**src/rtl/gpio_port_pkg.sv**
```systemverilog
package gpio_port_pkg;
  typedef enum logic [1:0] {
    ACC_RW  = 2'd0,
    ACC_SET = 2'd1,
    ACC_CLR = 2'd2,
    ACC_NOP = 2'd3
  } acc_e;

  localparam int unsigned REG_DOUT = 0;
  localparam int unsigned REG_OE   = 1;
  localparam int unsigned REG_DIN  = 2;
  localparam int unsigned REG_SRC  = 3;
  localparam int unsigned REG_EN   = 4;
  localparam int unsigned REG_LVL  = 5;
  localparam int unsigned REG_POL  = 6;
  localparam int unsigned REG_STAT = 7;
  localparam int unsigned NUM_REGS = 8;
endpackage

```
**src/rtl/gpio_sync.sv**
```systemverilog
module gpio_sync #(
  parameter int unsigned W      = 32,
  parameter int unsigned STAGES = 2
) (
  input  logic         clk_i,
  input  logic         rst_ni,
  input  logic [W-1:0] d_i,
  output logic [W-1:0] q_o
);
  logic [STAGES-1:0][W-1:0] chain_q;

  always_ff @(posedge clk_i or negedge rst_ni) begin
    if (!rst_ni) chain_q <= '0;
    else         chain_q <= {chain_q[STAGES-2:0], d_i};
  end

  assign q_o = chain_q[STAGES-1];
endmodule

```
**src/rtl/gpio_irq_detect.sv**
```systemverilog
module gpio_irq_detect #(
  parameter int unsigned W = 32
) (
  input  logic         clk_i,
  input  logic         rst_ni,
  input  logic [W-1:0] pin_i,
  input  logic [W-1:0] src_i,
  input  logic [W-1:0] lvl_i,
  input  logic [W-1:0] pol_i,
  output logic [W-1:0] evt_o
);
  logic [W-1:0] prev_q;

  always_ff @(posedge clk_i or negedge rst_ni) begin
    if (!rst_ni) prev_q <= '0;
    else         prev_q <= pin_i;
  end

  for (genvar i = 0; i < W; i++) begin : g_pin
    logic lvl_hit, rise, fall;
    assign lvl_hit  = (pin_i[i] == pol_i[i]);
    assign rise     = pin_i[i] & ~prev_q[i];
    assign fall     = ~pin_i[i] & prev_q[i];
    assign evt_o[i] = src_i[i] & (lvl_i[i] ? lvl_hit : (pol_i[i] ? rise : fall));
  end
endmodule

```
**src/rtl/gpio_ctrl_reg.sv**
```systemverilog
module gpio_ctrl_reg
  import gpio_port_pkg::*;
#(
  parameter int unsigned W = 32
) (
  input  logic         clk_i,
  input  logic         rst_ni,
  input  logic         wr_i,
  input  acc_e         acc_i,
  input  logic [W-1:0] wdata_i,
  output logic [W-1:0] q_o
);
  always_ff @(posedge clk_i or negedge rst_ni) begin
    if (!rst_ni) q_o <= '0;
    else if (wr_i) begin
      unique case (acc_i)
        ACC_RW:  q_o <= wdata_i;
        ACC_SET: q_o <= q_o | wdata_i;
        ACC_CLR: q_o <= q_o & ~wdata_i;
        default: q_o <= q_o;
      endcase
    end
  end
endmodule

```
**src/rtl/gpio_irq_port.sv**
```systemverilog
module gpio_irq_port
  import gpio_port_pkg::*;
#(
  parameter int unsigned NPIN        = 32,
  parameter int unsigned ADDR_W      = 8,
  parameter int unsigned SYNC_STAGES = 2,
  parameter bit          SPLIT_IRQ   = 1'b1
) (
  input  logic              clk_i,
  input  logic              rst_ni,
  input  logic              req_i,
  input  logic              we_i,
  input  logic [ADDR_W-1:0] addr_i,
  input  logic [NPIN-1:0]   wdata_i,
  output logic [NPIN-1:0]   rdata_o,
  input  logic [NPIN-1:0]   pad_i,
  output logic [NPIN-1:0]   pad_o,
  output logic [NPIN-1:0]   pad_oe_o,
  output logic              irq_o,
  output logic              irq_hi_o
);
  localparam int unsigned IDX_LSB = 4;
  localparam int unsigned IDX_W   = ADDR_W - IDX_LSB;
  localparam int unsigned SEL_W   = $clog2(NUM_REGS);
  localparam int unsigned HALF    = NPIN / 2;

  logic [IDX_W-1:0]               idx;
  acc_e                           acc;
  logic                           wr;
  logic [NUM_REGS-1:0][NPIN-1:0]  bank;
  logic [NPIN-1:0]                pin_s, evt, clr_mask, pend;
  logic [NPIN-1:0]                stat_q, src_q, en_q;
  logic                           unused_addr;

  assign idx         = addr_i[ADDR_W-1:IDX_LSB];
  assign acc         = acc_e'(addr_i[3:2]);
  assign wr          = req_i & we_i;
  assign unused_addr = ^addr_i[1:0];

  gpio_sync #(.W(NPIN), .STAGES(SYNC_STAGES)) i_sync (
    .clk_i (clk_i),
    .rst_ni(rst_ni),
    .d_i   (pad_i),
    .q_o   (pin_s)
  );

  for (genvar g = 0; g < NUM_REGS; g++) begin : g_reg
    if (g == REG_DIN) begin : g_din
      assign bank[g] = pin_s;
    end else if (g == REG_STAT) begin : g_stat
      assign bank[g] = stat_q;
    end else begin : g_ctrl
      gpio_ctrl_reg #(.W(NPIN)) i_reg (
        .clk_i  (clk_i),
        .rst_ni (rst_ni),
        .wr_i   (wr && (idx == IDX_W'(g))),
        .acc_i  (acc),
        .wdata_i(wdata_i),
        .q_o    (bank[g])
      );
    end
  end

  assign src_q    = bank[REG_SRC];
  assign en_q     = bank[REG_EN];
  assign pad_o    = bank[REG_DOUT];
  assign pad_oe_o = bank[REG_OE];

  gpio_irq_detect #(.W(NPIN)) i_detect (
    .clk_i (clk_i),
    .rst_ni(rst_ni),
    .pin_i (pin_s),
    .src_i (src_q),
    .lvl_i (bank[REG_LVL]),
    .pol_i (bank[REG_POL]),
    .evt_o (evt)
  );

  // clear alias only; a same-cycle event wins
  assign clr_mask = (wr && idx == IDX_W'(REG_STAT) && acc == ACC_CLR) ? wdata_i : '0;

  always_ff @(posedge clk_i or negedge rst_ni) begin
    if (!rst_ni) stat_q <= '0;
    else         stat_q <= (stat_q & ~clr_mask) | evt;
  end

  always_ff @(posedge clk_i or negedge rst_ni) begin
    if (!rst_ni) rdata_o <= '0;
    else if (req_i && !we_i)
      rdata_o <= (idx < IDX_W'(NUM_REGS)) ? bank[idx[SEL_W-1:0]] : '0;
  end

  assign pend = stat_q & en_q;

  if (SPLIT_IRQ) begin : g_split
    assign irq_o    = |pend[HALF-1:0];
    assign irq_hi_o = |pend[NPIN-1:HALF];
  end else begin : g_flat
    assign irq_o    = |pend;
    assign irq_hi_o = 1'b0;
  end
endmodule

```
**config.mk**
```make
export PLATFORM = sky130hd
export DESIGN_NAME = gpio_irq_port
export DESIGN_NICKNAME = d
export VERILOG_FILES = /design/src/rtl/gpio_port_pkg.sv /design/src/rtl/gpio_sync.sv /design/src/rtl/gpio_irq_detect.sv /design/src/rtl/gpio_ctrl_reg.sv /design/src/rtl/gpio_irq_port.sv
export SDC_FILE = /design/constraint.sdc
export NUM_CORES = 1
export LEC_CHECK = 0
export BUFFER_PORTS_ARGS = -buffer_cell sky130_fd_sc_hd__buf_2
export CAP_MARGIN = 10
export CORE_AREA = 3 3 182 184
export DETAILED_ROUTE_END_ITERATION = 6
export DIE_AREA = 0 0 185 187
export PLACE_DENSITY = 0.74
export SLEW_MARGIN = 20
export SYNTH_ARGS = -nofsm -noshare
export SYNTH_HDL_FRONTEND = slang
export SYNTH_SLANG_ARGS = --single-unit
```
**constraint.sdc**
```tcl
create_clock -name clk_i -period 2.2 [get_ports clk_i]
set_input_delay 0.11 -clock clk_i [delete_from_list [all_inputs] [get_ports clk_i]]
set_output_delay 0.11 -clock clk_i [all_outputs]
set_load 0.01 [all_outputs]
```
== After elaboration in Yosys (flattened, before gate mapping) ==
Cells that the tools add are included.
Word-level totals
  input bits: 76
  register bits after elaboration: 352
  logic and storage cells: 326
Cells by class
  muxes and demuxes: 74
  order comparisons: 2
  equality and inequality tests: 40
  bitwise operators: 178
  reduce and logical (&&, ||, !) cells: 21
Operators with widths (number)
  32-bit one-hot mux with 3 select lines: 6
  32-bit bitwise AND: 8
  32-bit bitwise OR: 7
  1-bit bitwise AND: 97
  32-bit binary-select mux with 3-bit select: 1
  32-bit two-way mux: 3
  1-bit two-way mux: 64
  1-bit NOT: 64
  32-bit NOT: 2
  1-bit equality test: 32
  16-bit OR reduction: 2
  4-bit by 3-bit equality test with 1-bit output (second input constant): 4
  2-bit AND reduction: 6
  1-bit logical AND: 9
  4-bit by 1-bit equality test with 1-bit output (second input constant): 1
  4-bit by 2-bit equality test with 1-bit output (second input constant): 1
  4-bit zero test: 1
  3-bit by 4-bit < comparator with 1-bit output (second input constant): 1
  4-bit < comparator (second input constant): 1
  3-bit nonzero test: 1
  2-bit by 1-bit equality test with 1-bit output (second input constant): 1
  2-bit equality test (second input constant): 1
  2-bit zero test: 1
  1-bit zero test: 1

== Longest topological paths before layout ==
  word-level depth: 7
  gate-level depth with buffers: 7

== Hierarchy ==
Synthesis repeated with hierarchy kept, for this count alone.
Second synthesis, totals
  cells, all modules: 1837
  area total of the unflattened synthesis: 19794.0 µm²
Modules (own cells, without submodules)
  gpio_ctrl_reg: seq. area each 800.8 µm², area each 1924.3 µm², cells each 186, instances 6
  gpio_irq_port: seq. area each 1601.5 µm², area each 4724.5 µm², cells each 433, instances 1
  gpio_sync: seq. area each 1601.5 µm², area each 1841.8 µm², cells each 96, instances 1
  gpio_irq_detect: seq. area each 800.8 µm², area each 1681.6 µm², cells each 192, instances 1

== Least setup slack after synthesis ==
OpenSTA, ideal clock, no wires.
  path type: in2reg
  start: input port addr_i[2]
  end: register g_reg[6].g_ctrl.i_reg.q_o[12]
  cell stages on the path: 6
  setup time: 0.136 ns
  data arrival time: 1.329 ns
  path slack: 0.735 ns
  path buffers: 2
  cell sequence: inv_1 ha_1 buf_2 buf_1 o31ai_2 a21oi_1
On the way
  longest elaborated chain between the ends: 3
RTL lines
  from (decl): line gpio_irq_port.sv:13  | input logic [ADDR_W-1:0] addr_i,
  2-bit equality test, or another cell as far along: line gpio_ctrl_reg.sv:16  | unique case (acc_i)
  3-bit nonzero test (no source line)
  2-bit AND reduction (no source line)
  to (signal assigned): line gpio_ctrl_reg.sv:17  | ACC_RW: q_o <= wdata_i;
  to (signal assigned): line gpio_ctrl_reg.sv:18  | ACC_SET: q_o <= q_o | wdata_i;
  to (signal assigned): line gpio_ctrl_reg.sv:19  | ACC_CLR: q_o <= q_o & ~wdata_i;
  to (decl): line gpio_ctrl_reg.sv:11  | output logic [W-1:0] q_o
Parallel ways exist; a longest one is shown, timed or not.
A chain may end at the register's enable or synchronous reset.

== Worst setup path in the final report ==
  start: register stat_q[14]
  end: output port irq_o
On the way
  longest elaborated chain between the ends: 2
RTL lines
  from (decl): line gpio_irq_port.sv:32  | logic [NPIN-1:0] stat_q, src_q, en_q;
  from (signal assigned): line gpio_irq_port.sv:84  | else stat_q <= (stat_q & ~clr_mask) | evt;
  32-bit bitwise AND: line gpio_irq_port.sv:93  | assign pend = stat_q & en_q;
  16-bit OR reduction: line gpio_irq_port.sv:96  | assign irq_o = |pend[HALF-1:0];
  to (decl): line gpio_irq_port.sv:19  | output logic irq_o,
No other way between the ends.

==> run summary <==
================================================================================
Start of the worst register-to-register path ...................... g_reg[6].g_ctrl.i_reg.q_o[22]$_DFFE_PN0P_
Biggest fanout along the worst timing path ........................            3
Total of endpoints with negative setup slack in the final report ..            0
Highest-count cells in the layout ignoring fill and taps .......... dfrtp_1, a41oi_1, a21oi_1, buf_2, mux2i_1
Clock Skew ........................................................    0.0143 ns
Number of synthesized register bits ...............................          352
Remaining design rule violation count .............................            0
Post-Place Setup Slack ............................................     0.234 ns
Critical Path, Cell by Cell ....................................... a22o_1, a221oi_1, nand4_1, buf_2
Clock tree from TritonCTS .........................................        built
Outcome ........................................................... finished, final reports clean
Buffers and inverters on the worst path ...........................            1
Largest buffer count on any clock path ............................            3
Worst slew pin tran ...............................................      1.11 ns
Fin Hold WS .......................................................    0.0788 ns
Highest clock frequency the design can meet .......................      481 MHz
Number of pins exceeding their max-slew limit in the final report .            0
Launching element type of the critical path .......................         flop
Area after detailed placement .....................................   0.0179 mm2
Worst-skew pair later-pin latency .................................      0.53 ns
Mapped cell area ..................................................   0.0172 mm2
Sequential-to-total area share from yosys stat ....................        51.1%
Sum of internal, switching and leakage power ......................      17.9 mW
Final cell count without fillers ..................................        2,061
Height of the die .................................................       187 um
Leakage Power .....................................................      8.74 nW
Standard cell with the maximum stage delay on the critical path ...      dfrtp_1
Launch point of the critical path ................................. stat_q[14]$_DFF_PN0_
Critical Path AT ..................................................      1.97 ns
Cell area after layout ............................................   0.0198 mm2
Required time reported for the critical path endpoint .............      2.09 ns
Antenna violations before repair ..................................            1
Commonest non-fill, non-tap cell in the layout ....................      dfrtp_1
Clock-pin transition on the worst setup and hold timing paths .....      0.06 ns
Sort of element at the end of the critical path ...................  output port
Power density normalized to cell area .............................   905 mW/mm2
Last weighted congestion value of the routability-driven placer ...        0.873
Main area contributors after synthesis ............................ dfrtp_1, a41oi_1, mux2i_1
Final Hold Violating Endpoints ....................................            0
HPWL after DPL ....................................................      31.7 mm
Count of nets after finishing .....................................        1,711
Syn. warnings .....................................................            0
H-tree level count ................................................            2
Ratio of final minimum period to clock period .....................        94.5%
Grt total ovfl ....................................................            0
Avg Synthesized Cell Area .........................................     11.2 um2
Total wirelength of the detailed-routed design ....................      52.5 mm
Core Box Area .....................................................   0.0316 mm2
Top FF cell, synth ................................................      dfrtp_1
FFs w/ async S/R, synth ...........................................         100%
Total via count in the routed design ..............................       14,100
Via count of the first global-routing pass ........................       14,400
Number of placement rows ..........................................           65
Buffers added on ports ............................................          171
Number of iterations in the first detailed-routing pass ...........            6
Cts bufs inserted .................................................           38
Total I/O pin count ...............................................          174
Headroom to the max-slew limit ....................................        26.2%
Worst path top cell family by delay ............................... compound AO/OA/AOI/OAI gates
Synthesis-to-layout area growth ...................................        15.0%
Total routing resource utilization after global routing ...........        29.9%
Post CTS Setup Buffer Count .......................................            0
Die boundary width ................................................       185 um
Setup total negative slack ........................................         0 ns
Crit path time final ..............................................      2.08 ns
Synth top area share ..............................................        51.1%
Max cap viols .....................................................            0
Vias per Instance .................................................         6.85
Core utilization of the finished layout ...........................        62.8%
Cell count after synthesis ........................................        1,535
Largest net degree at the start of global routing .................           83
Number of instances in the placed design ..........................        1,929
RSZ-0062 raised after global routing ..............................        false
Routed length per placed instance .................................      25.5 um
Final WS setup ....................................................     0.121 ns
Number of enable flip-flop cells after synthesis ..................            0
Ratio of cells with drive above 1 in the final layout .............        19.5%
Die outline area ..................................................   0.0346 mm2
DRC violation total after the first TritonRoute iteration .........        1,352
Wire length of the first global-routing pass ......................      82.4 mm
Clock Root Buffer .................................................    clkbuf_16
Worst min-delay path category .....................................  in -> async
Number of sinks on the clock net ..................................          352
ANT nets after route ..............................................            0
Highest cell delay on the worst timing path .......................      0.43 ns
VDD IR max ........................................................     0.588 mV
Initial Util ......................................................        54.6%
Syn Nets ..........................................................        1,614
Cell accounting for the most synthesized area .....................      dfrtp_1
WS Path Type ......................................................   reg -> out
Number of different library cells in the post-synthesis netlist ...           35
================================================================================
==> repair_timing <==
action	CTS	global route
resized for setup	0	0
hold buffers	65	0
endpoints found under the hold margin	539	0
endpoints found under the setup margin	0	0
==> cell type report <==
cell class | instances | area [um2]
fill | 2492 | 11700
sequential | 352 | 8810
multi-input combinational | 908 | 7010
timing repair buffer | 298 | 2110
clock buffer | 57 | 1160
tap | 402 | 503
inverter | 34 | 128
clock inverter | 9 | 95.1
antenna | 1 | 2.50
==> cell usage after synthesis (32+ instances only) <==
| cell type | n |
|---|---|
| buf_4 | 79 |
| buf_2 | 95 |
| o31ai_1 | 40 |
| mux2i_1 | 128 |
| a32o_1 | 32 |
| a21oi_1 | 192 |
| a22oi_1 | 64 |
| inv_1 | 34 |
| nand2b_1 | 33 |
| nor2b_1 | 39 |
| clkbuf_1 | 62 |
| nand2_1 | 32 |
| a41oi_1 | 192 |
| dfrtp_1 | 352 |
==> metal layers <==
layer	global-route usage (%)	wire, um	vias up
met4	13.1	2280	0
met1	39.1	20500	7159
met5	0	0	-
met3	5.10	4160	172
li1	-	-	6021
met2	49.0	25600	774
==> flip-flops by register name (all words and copies together) (netlist names) <==
name and flops:
rdata_o 32, i_detect.prev_q 32, stat_q 32, g.g_ctrl.i_reg.q_o 192, i_sync.chain_q 32, i_sync.q_o 32
==> logic make-up (layout without fill, tap and decap cells) <==
logic type,after synthesis,in the layout,synth area share [%]
flip-flops,352,352,51.1
AND/OR/NAND/NOR,121,121,3.91
adder cells (fa/ha/maj),3,3,0.218
XOR/XNOR,60,60,3.05
AO/OA/AOI/OAI,596,596,25.8
multiplexers,128,128,7.43
buffers and inverters,275,398,8.49
other,0,1,0
==> path summary, 6_finish.rpt <==
path	slack [ns]	cells past startpoint	to
setup / recovery	0.12	4	irq_o
hold / removal	0.08	2	i_sync.chain_q[26]$_DFF_PN0_
setup reg to reg	1.00	3	rdata_o[22]$_DFFE_PN0P_
hold reg to reg	0.35	0	i_sync.q_o[14]$_DFF_PN0_
max in group asynchronous	1.33	3	g_reg[1].g_ctrl.i_reg.q_o[3]$_DFFE_PN0P_
min in group clk_i	0.16	4	g_reg[6].g_ctrl.i_reg.q_o[0]$_DFFE_PN0P_
==> report_power, final <==
part,total (mW),switching [mW],internal [mW]
clock network,6.44,2.58,3.85
logic,3.35,1.86,1.49
registers,8.14,0.807,7.33
total,17.9,5.25,12.7
No activity file was read; power rests on OpenSTA's default activity.
